## src/rtl/tx_hdr_seq_pkg.sv

```systemverilog
package tx_hdr_seq_pkg;

    localparam int PRE_BITS = 128;
    localparam int SFD_BITS = 16;
    localparam int SIG_BITS = 8;
    localparam int SRV_BITS = 8;
    localparam int LEN_BITS = 16;
    localparam int CRC_BITS = 16;
    localparam int CNT_W    = $clog2(PRE_BITS + 1);
    localparam int HDR_W    = $clog2(2 * (SFD_BITS + SIG_BITS + SRV_BITS + LEN_BITS + CRC_BITS) + 1);

    typedef enum logic [2:0] {
        PH_IDLE = 3'd0,
        PH_PRE  = 3'd1,
        PH_SFD  = 3'd2,
        PH_SIG  = 3'd3,
        PH_SRV  = 3'd4,
        PH_LEN  = 3'd5,
        PH_CRC  = 3'd6,
        PH_DATA = 3'd7
    } phase_e;

    typedef struct packed {
        logic [1:0] mode;
        logic       qpsk;
        logic [4:0] lead;
        logic       dbl;
    } pkt_cfg_t;

    function automatic logic [CNT_W-1:0] field_len(phase_e ph);
        case (ph)
            PH_PRE:  return CNT_W'(PRE_BITS);
            PH_SFD:  return CNT_W'(SFD_BITS);
            PH_SIG:  return CNT_W'(SIG_BITS);
            PH_SRV:  return CNT_W'(SRV_BITS);
            PH_LEN:  return CNT_W'(LEN_BITS);
            PH_CRC:  return CNT_W'(CRC_BITS);
            default: return CNT_W'(1);
        endcase
    endfunction

    function automatic phase_e next_field(phase_e ph, logic [1:0] mode);
        case (ph)
            PH_PRE:  return PH_SFD;
            PH_SFD: begin
                case (mode)
                    2'b00:   return PH_DATA;
                    2'b01:   return PH_CRC;
                    2'b10:   return PH_LEN;
                    default: return PH_SIG;
                endcase
            end
            PH_SIG:  return PH_SRV;
            PH_SRV:  return PH_LEN;
            PH_LEN:  return PH_CRC;
            PH_CRC:  return PH_DATA;
            default: return PH_IDLE;
        endcase
    endfunction

    function automatic logic [HDR_W-1:0] hdr_ticks(logic [1:0] mode, logic dbl);
        logic [HDR_W-1:0] bits;
        case (mode)
            2'b00:   bits = HDR_W'(SFD_BITS);
            2'b01:   bits = HDR_W'(SFD_BITS + CRC_BITS);
            2'b10:   bits = HDR_W'(SFD_BITS + LEN_BITS + CRC_BITS);
            default: bits = HDR_W'(SFD_BITS + SIG_BITS + SRV_BITS + LEN_BITS + CRC_BITS);
        endcase
        return dbl ? (bits << 1) : bits;
    endfunction

endpackage

```

## src/rtl/tx_bit_timer.sv

```systemverilog
module tx_bit_timer #(
    parameter int CW = 8
) (
    input  logic          clk,
    input  logic          rst,
    input  logic          clr,
    input  logic          tick,
    input  logic          dbl,
    input  logic [CW-1:0] len,
    output logic          done
);
    logic [CW-1:0] cnt_q;
    logic          half_q;

    assign done = tick && (!dbl || half_q) && (cnt_q == len - CW'(1));

    always_ff @(posedge clk) begin
        if (rst || clr || done) begin
            cnt_q  <= '0;
            half_q <= 1'b0;
        end else if (tick) begin
            if (dbl && !half_q) begin
                half_q <= 1'b1;
            end else begin
                half_q <= 1'b0;
                cnt_q  <= cnt_q + CW'(1);
            end
        end
    end

    AST_CNT_IN_FIELD: assert property (@(posedge clk) disable iff (rst)
        (cnt_q < len));
    AST_HALF_ONLY_DBL: assert property (@(posedge clk) disable iff (rst)
        (half_q && !clr) |-> dbl);
endmodule

```

## src/rtl/tx_lead_ctrl.sv

```systemverilog
module tx_lead_ctrl #(
    parameter int HW = 8,
    parameter int LW = 5
) (
    input  logic          clk,
    input  logic          rst,
    input  logic          load,
    input  logic [HW-1:0] load_val,
    input  logic          dec,
    input  logic          in_hdr,
    input  logic          in_data,
    input  logic [LW-1:0] lead,
    output logic          ready
);
    logic [HW-1:0] left_q;

    always_ff @(posedge clk) begin
        if (rst) begin
            left_q <= '0;
        end else if (load) begin
            left_q <= load_val;
        end else if (dec) begin
            left_q <= left_q - HW'(1);
        end
    end

    assign ready = in_data || (in_hdr && (left_q <= HW'(lead)));

    AST_LEFT_NO_WRAP: assert property (@(posedge clk) disable iff (rst)
        dec |-> (left_q != '0));
endmodule

```

## src/rtl/tx_hdr_seq.sv

```systemverilog
module tx_hdr_seq
    import tx_hdr_seq_pkg::*;
(
    input  logic       clk,
    input  logic       rst,
    input  logic       start_i,
    input  logic       stop_i,
    input  logic       bit_en_i,
    input  logic [1:0] mode_i,
    input  logic       qpsk_i,
    input  logic [4:0] lead_i,
    input  logic       const_rate_i,
    output logic [2:0] phase_o,
    output logic       ready_o,
    output logic       sym_qpsk_o
);
    phase_e   phase_q;
    pkt_cfg_t cfg_q;
    logic     in_hdr;
    logic     in_bits;
    logic     field_done;
    logic     launch;

    assign launch  = (phase_q == PH_IDLE) && start_i;
    assign in_hdr  = (phase_q >= PH_SFD) && (phase_q <= PH_CRC);
    assign in_bits = (phase_q == PH_PRE) || in_hdr;

    tx_bit_timer #(.CW(CNT_W)) u_timer (
        .clk  (clk),
        .rst  (rst),
        .clr  (!in_bits),
        .tick (bit_en_i && in_bits),
        .dbl  (cfg_q.dbl),
        .len  (field_len(phase_q)),
        .done (field_done)
    );

    tx_lead_ctrl #(.HW(HDR_W), .LW(5)) u_lead (
        .clk      (clk),
        .rst      (rst),
        .load     (launch),
        .load_val (hdr_ticks(mode_i, const_rate_i)),
        .dec      (bit_en_i && in_hdr),
        .in_hdr   (in_hdr),
        .in_data  (phase_q == PH_DATA),
        .lead     (cfg_q.lead),
        .ready    (ready_o)
    );

    always_ff @(posedge clk) begin
        if (rst) begin
            phase_q <= PH_IDLE;
            cfg_q   <= '0;
        end else begin
            case (phase_q)
                PH_IDLE: begin
                    if (start_i) begin
                        phase_q <= PH_PRE;
                        cfg_q   <= '{mode: mode_i, qpsk: qpsk_i, lead: lead_i, dbl: const_rate_i};
                    end
                end
                PH_DATA: begin
                    if (stop_i) phase_q <= PH_IDLE;
                end
                default: begin
                    if (field_done) phase_q <= next_field(phase_q, cfg_q.mode);
                end
            endcase
        end
    end

    assign phase_o    = phase_q;
    assign sym_qpsk_o = (phase_q == PH_DATA) && cfg_q.qpsk && (cfg_q.mode != 2'b00);

    AST_START_TO_PRE: assert property (@(posedge clk) disable iff (rst)
        (phase_q == PH_IDLE && start_i) |=> (phase_q == PH_PRE));
    AST_MODE0_SKIP: assert property (@(posedge clk) disable iff (rst)
        (phase_q == PH_SFD && cfg_q.mode == 2'b00) |=> (phase_q == PH_SFD || phase_q == PH_DATA));
    AST_READY_STAYS: assert property (@(posedge clk) disable iff (rst)
        (ready_o && phase_q != PH_DATA) |=> ready_o);
    AST_NO_READY_PRE: assert property (@(posedge clk) disable iff (rst)
        (phase_q == PH_PRE) |-> !ready_o);
    AST_STOP_EXIT: assert property (@(posedge clk) disable iff (rst)
        (phase_q == PH_DATA && stop_i) |=> (phase_q == PH_IDLE));
    AST_DATA_HOLDS: assert property (@(posedge clk) disable iff (rst)
        (phase_q == PH_DATA && !stop_i) |=> (phase_q == PH_DATA));
    AST_CFG_FROZEN: assert property (@(posedge clk) disable iff (rst)
        (phase_q != PH_IDLE) |=> $stable(cfg_q));
endmodule

```

## config.mk

```make
export PLATFORM = sky130hd
export DESIGN_NAME = tx_hdr_seq
export DESIGN_NICKNAME = d
export VERILOG_FILES = /design/src/rtl/tx_hdr_seq_pkg.sv /design/src/rtl/tx_bit_timer.sv /design/src/rtl/tx_lead_ctrl.sv /design/src/rtl/tx_hdr_seq.sv
export SDC_FILE = /design/constraint.sdc
export NUM_CORES = 1
export LEC_CHECK = 0
export BUFFER_PORTS_ARGS = -buffer_cell sky130_fd_sc_hd__buf_4
export CAP_MARGIN = 20
export CORE_ASPECT_RATIO = 0.8
export CORE_MARGIN = 2
export CORE_UTILIZATION = 55
export CTS_CLUSTER_DIAMETER = 80
export DETAILED_ROUTE_END_ITERATION = 16
export MAX_ROUTING_LAYER = met4
export PLACE_DENSITY = 0.82
export SETUP_SLACK_MARGIN = 0.02
export SKIP_CTS_REPAIR_TIMING = 1
export SYNTH_ARGS = -nofsm -noshare
export SYNTH_HDL_FRONTEND = slang
export SYNTH_HIERARCHICAL = 1
export SYNTH_SLANG_ARGS = --single-unit
```

## constraint.sdc

```tcl
create_clock -name clk -period 3.5 [get_ports clk]
set_input_delay 0.35 -clock clk [delete_from_list [all_inputs] [get_ports clk]]
set_output_delay 0.35 -clock clk [all_outputs]
set_load 0.03 [all_outputs]
```

==> results.txt <==
The combinational group share of total power is 39.4%. The critical path data arrival time is 3200 ps. By area the synthesized netlist is led by sky130_fd_sc_hd__dfxtp_1 (29%), sky130_fd_sc_hd__ha_1 (6.8%), sky130_fd_sc_hd__nand2_1 (6.5%), sky130_fd_sc_hd__xor2_1 (4.3%), sky130_fd_sc_hd__a21oi_2 (3.9%). The leakage component of the power is 0.961 nW. The number of port buffers came out at 18. The largest single stage delay on the critical path is 570 ps.

The maximum vdd drop came out at 365 uV. The area of the mapped netlist came out at 2030 um^2. Summing all non-filler instances in the final layout gives an area of 2350 um^2. The post-CTS clock slew at the launch and capture registers of the worst setup and hold paths came out at 60 ps. The portion of total power attributed to sequential cells came out at 36.1%. In this run the tightest slew margin relative to its limit is 64.3%. During I/O placement, the number of pins put on the boundary was 19. The maximum level of the CTS H-tree came out at 2. The path depth of the worst reg2reg path is 10.

Hold is met by 316 ps. The final layout contains routed wiring with a total length of 4210 um. The synthesized instance count is 249. Setup repair after global routing left no endpoint under its margin. OpenSTA, run right after detailed placement, puts the worst setup slack at 541 ps.

The first routing iteration left 96 violations. After detailed routing, the met2 layer carries 1830 um of wire. The category of the worst setup path launch point is a flop. Leaving out fill and tap cells, the most frequent cell in the layout is sky130_fd_sc_hd__nand2_1. The power density over cell area is 534 nW/um^2. The number of synthesized register bits came out at 29. The wire length on met3 came out at 216 um. In this design, the critical path's most frequently occurring cell is sky130_fd_sc_hd__or3_1. For the pin with the worst max-slew slack, the measured transition is 528 ps. The largest fanout on the critical path came out at 13. The dominant register cell in the synthesized netlist is sky130_fd_sc_hd__dfxtp_1. The critical path data required time is 3680 ps. Counting buffers and inverters, the worst setup path is 10 cells deep. The region available for standard cell placement spans 3490 um^2. The internal power of the cells came out at 765 uW. The maximum buffer depth of the clock tree came out at 2. The area fraction of the dominant cell type after synthesis came out at 28.6%. CTS saw 29 sinks.

The top achievable clock speed came out at 330 MHz. The die width is 71.9 um. The launching element of the worst setup path is phase_o[0]. The die covers 4200 um^2. The number of max-cap violations came out at 0.

The y dimension of the die came out at 58.4 um. On the critical path, the stage with the largest delay is an instance of sky130_fd_sc_hd__dfxtp_1. For the worst-skew pair, the clock arrives at the later sink with an insertion delay of 280 ps. The sequential element share of the synthesized area came out at 28.6%.

The wire-length estimate of the detail-placed layout is 3140 um. The summed negative setup slack over all endpoints is 0 ps. The biggest area contributor in the post-synthesis netlist is sky130_fd_sc_hd__dfxtp_1. The sum of routed wire segments on met1 is 2120 um.

Overall power consumption after layout is estimated at 1.25 mW. The placement-stage cell area is 2250 um^2. STA classifies the critical path endpoint as a flop. Setup violations remaining at the end of the flow were counted as 0. During synthesis, Yosys emitted a total of 6 warnings. After layout, the worst setup slack is 473 ps. The number of buffers added by the clock tree synthesis step came out at 5. The average wire length per cell after detail routing came out at 12.8 um. The clock group share of total power is 24.5%. The worst flop-to-flop path endpoint is phase_o[2].

The count of antenna-violating nets left after detailed routing is 0. The post-layout minimum cycle time came out at 3030 ps. The initial standard-cell utilization of the core came out at 58.1%. In the routed layout, each cell is associated on average with a via count of 5.42. The worst hold path startpoint is qpsk_i. Entering global routing, the biggest net connects 31 pins. In the routed design, unresolved DRC markers number 0.

TritonCTS built the clock tree. The via count is 1784. The fraction of power spent switching nets came out at 38.9%. The average size of a mapped cell is 8.16 um^2. The core utilization of the finished layout is 67.2%.

The number of enable-type register cells in the synthesized netlist came out at 0. The net switching power came out at 488 uW. Clock tree synthesis selected as its root buffer the cell sky130_fd_sc_hd__clkbuf_8. The kind of critical path is flop to flop. The routability congestion estimate came out at 0.835. The flop-to-flop setup slack is 470 ps. On the critical path the largest part of the delay comes from compound AO/OA/AOI/OAI gates. The via count of the first global-routing pass was 1607. The number of antenna violations at the first check in global routing came out at 0. The worst register-to-register path begins at phase_o[0]. The fraction of final layout cells sized beyond drive strength 1 is 16.7%. The first global-routing pass estimated 7510 um of wire. For this run, asynchronously set or reset flops after synthesis account for 0%. The flow ran to the end, and the final reports show no timing, DRC or antenna violations. The count of final hold-check violations came to 0. The net count of the finished layout is 311. The number of antenna diodes in the final layout is 0. The global-route usage over all layers came out at 24.0%. The total placed cells including tap cells came out at 321.

The critical path ends at phase_o[2]. The count of buffer and inverter cells on the critical path is 1. Traced cell by cell, the critical path runs through inv_1 > nand2_1 > o22ai_1 > or3_1 > or3_1 > a2111oi_2 > o211a_1 > mux2_2 > a221o_1 > a21oi_1. The detailed-router iteration count before antenna repair came out at 4. The relative area change from synthesis to final layout came out at 15.6%. The class of the tightest hold or removal check is input port to flop.

The total overflow left after global routing is 0. The row count is 19. The worst path uses 86.5% of the clock period. The count of cell types in the netlist came out at 55.

For the final database, setup skew stands at 3.38 ps. The detailed router used layers up to and including met4. The library cells used most frequently in the layout, excluding fill and tap cells, are sky130_fd_sc_hd__nand2_1 (35), sky130_fd_sc_hd__dfxtp_1 (29), sky130_fd_sc_hd__conb_1 (22). The number of slew-limit violations in the final report was 0. The number of non-filler instances in the completed layout is 329.
-- registers in the layout (all words and copies together), names as in the netlist --
| register | flops |
|---|---|
| cfg_q | 9 |
| phase_o | 3 |
| u_lead/left_q | 8 |
| u_timer/cnt_q | 8 |
| u_timer/half_q | 1 |
-- worst min-delay path: cells and delay by family --
kind,cells,cell delay (ps)
buffers and inverters,1,110
and+or+nand+nor,1,60
AOI/OAI and AO/OA,1,40
-- power by group through the flow --
stage / Combinational [mW] / Sequential [mW] / Clock (mW)
floorplan: 0.404 / 0.441 / 0
global placement: 0.475 / 0.456 / 0
detailed placement: 0.489 / 0.457 / 0
CTS: 0.490 / 0.451 / 0.315
global route: 0.554 / 0.463 / 0.333
finish: 0.493 / 0.452 / 0.308
-- logic make-up after synthesis --
logic type      share of synthesized area, %
buf+inv                                 7.21
fa+ha+maj                               6.78
flops                                   28.6
mux                                     4.25
xor+xnor                                8.19
compound gates                          16.8
simple gates                            28.0
other cells                            0.185
-- Yosys cell counts (all sizes together), types with 4 or more instances --
cell / count
nand2: 36
dfxtp: 29
a21oi: 18
inv: 17
nor2: 15
ha: 11
nor4: 10
xor2: 10
xnor2: 9
buf: 8
nor3: 8
mux2: 5
a211oi: 4
and3: 4
nand3: 4
nor2b: 4
o31ai: 4
-- routing by layer --
layer	GRT usage [%]	vias up
li1	-	943
met3	8.05	6
met5	-	-
met1	32.2	795
met2	35.1	40
met4	6.20	0
-- cell type report --
| cell class | count | area, um^2 |
|---|---|---|
| multi-input combinational | 212 | 1380 |
| fill | 295 | 1150 |
| sequential | 29 | 581 |
| timing repair buffer | 20 | 150 |
| clock buffer | 7 | 96.3 |
| inverter | 18 | 80.1 |
| tap | 42 | 52.6 |
| clock inverter | 1 | 5.00 |
-- worst min path at each step --
stage                     slack [ps]  endpoint  depth (start not counted)
final                            320  cfg_q[6]                          3
after global routing             320  cfg_q[2]                          3
after CTS                        310  cfg_q[6]                          3
after detailed placement         460  cfg_q[6]                          2
after global placement           460  cfg_q[5]                          2
after floorplan                  450  cfg_q[6]                          2
No activity file was read; power rests on OpenSTA's default activity.
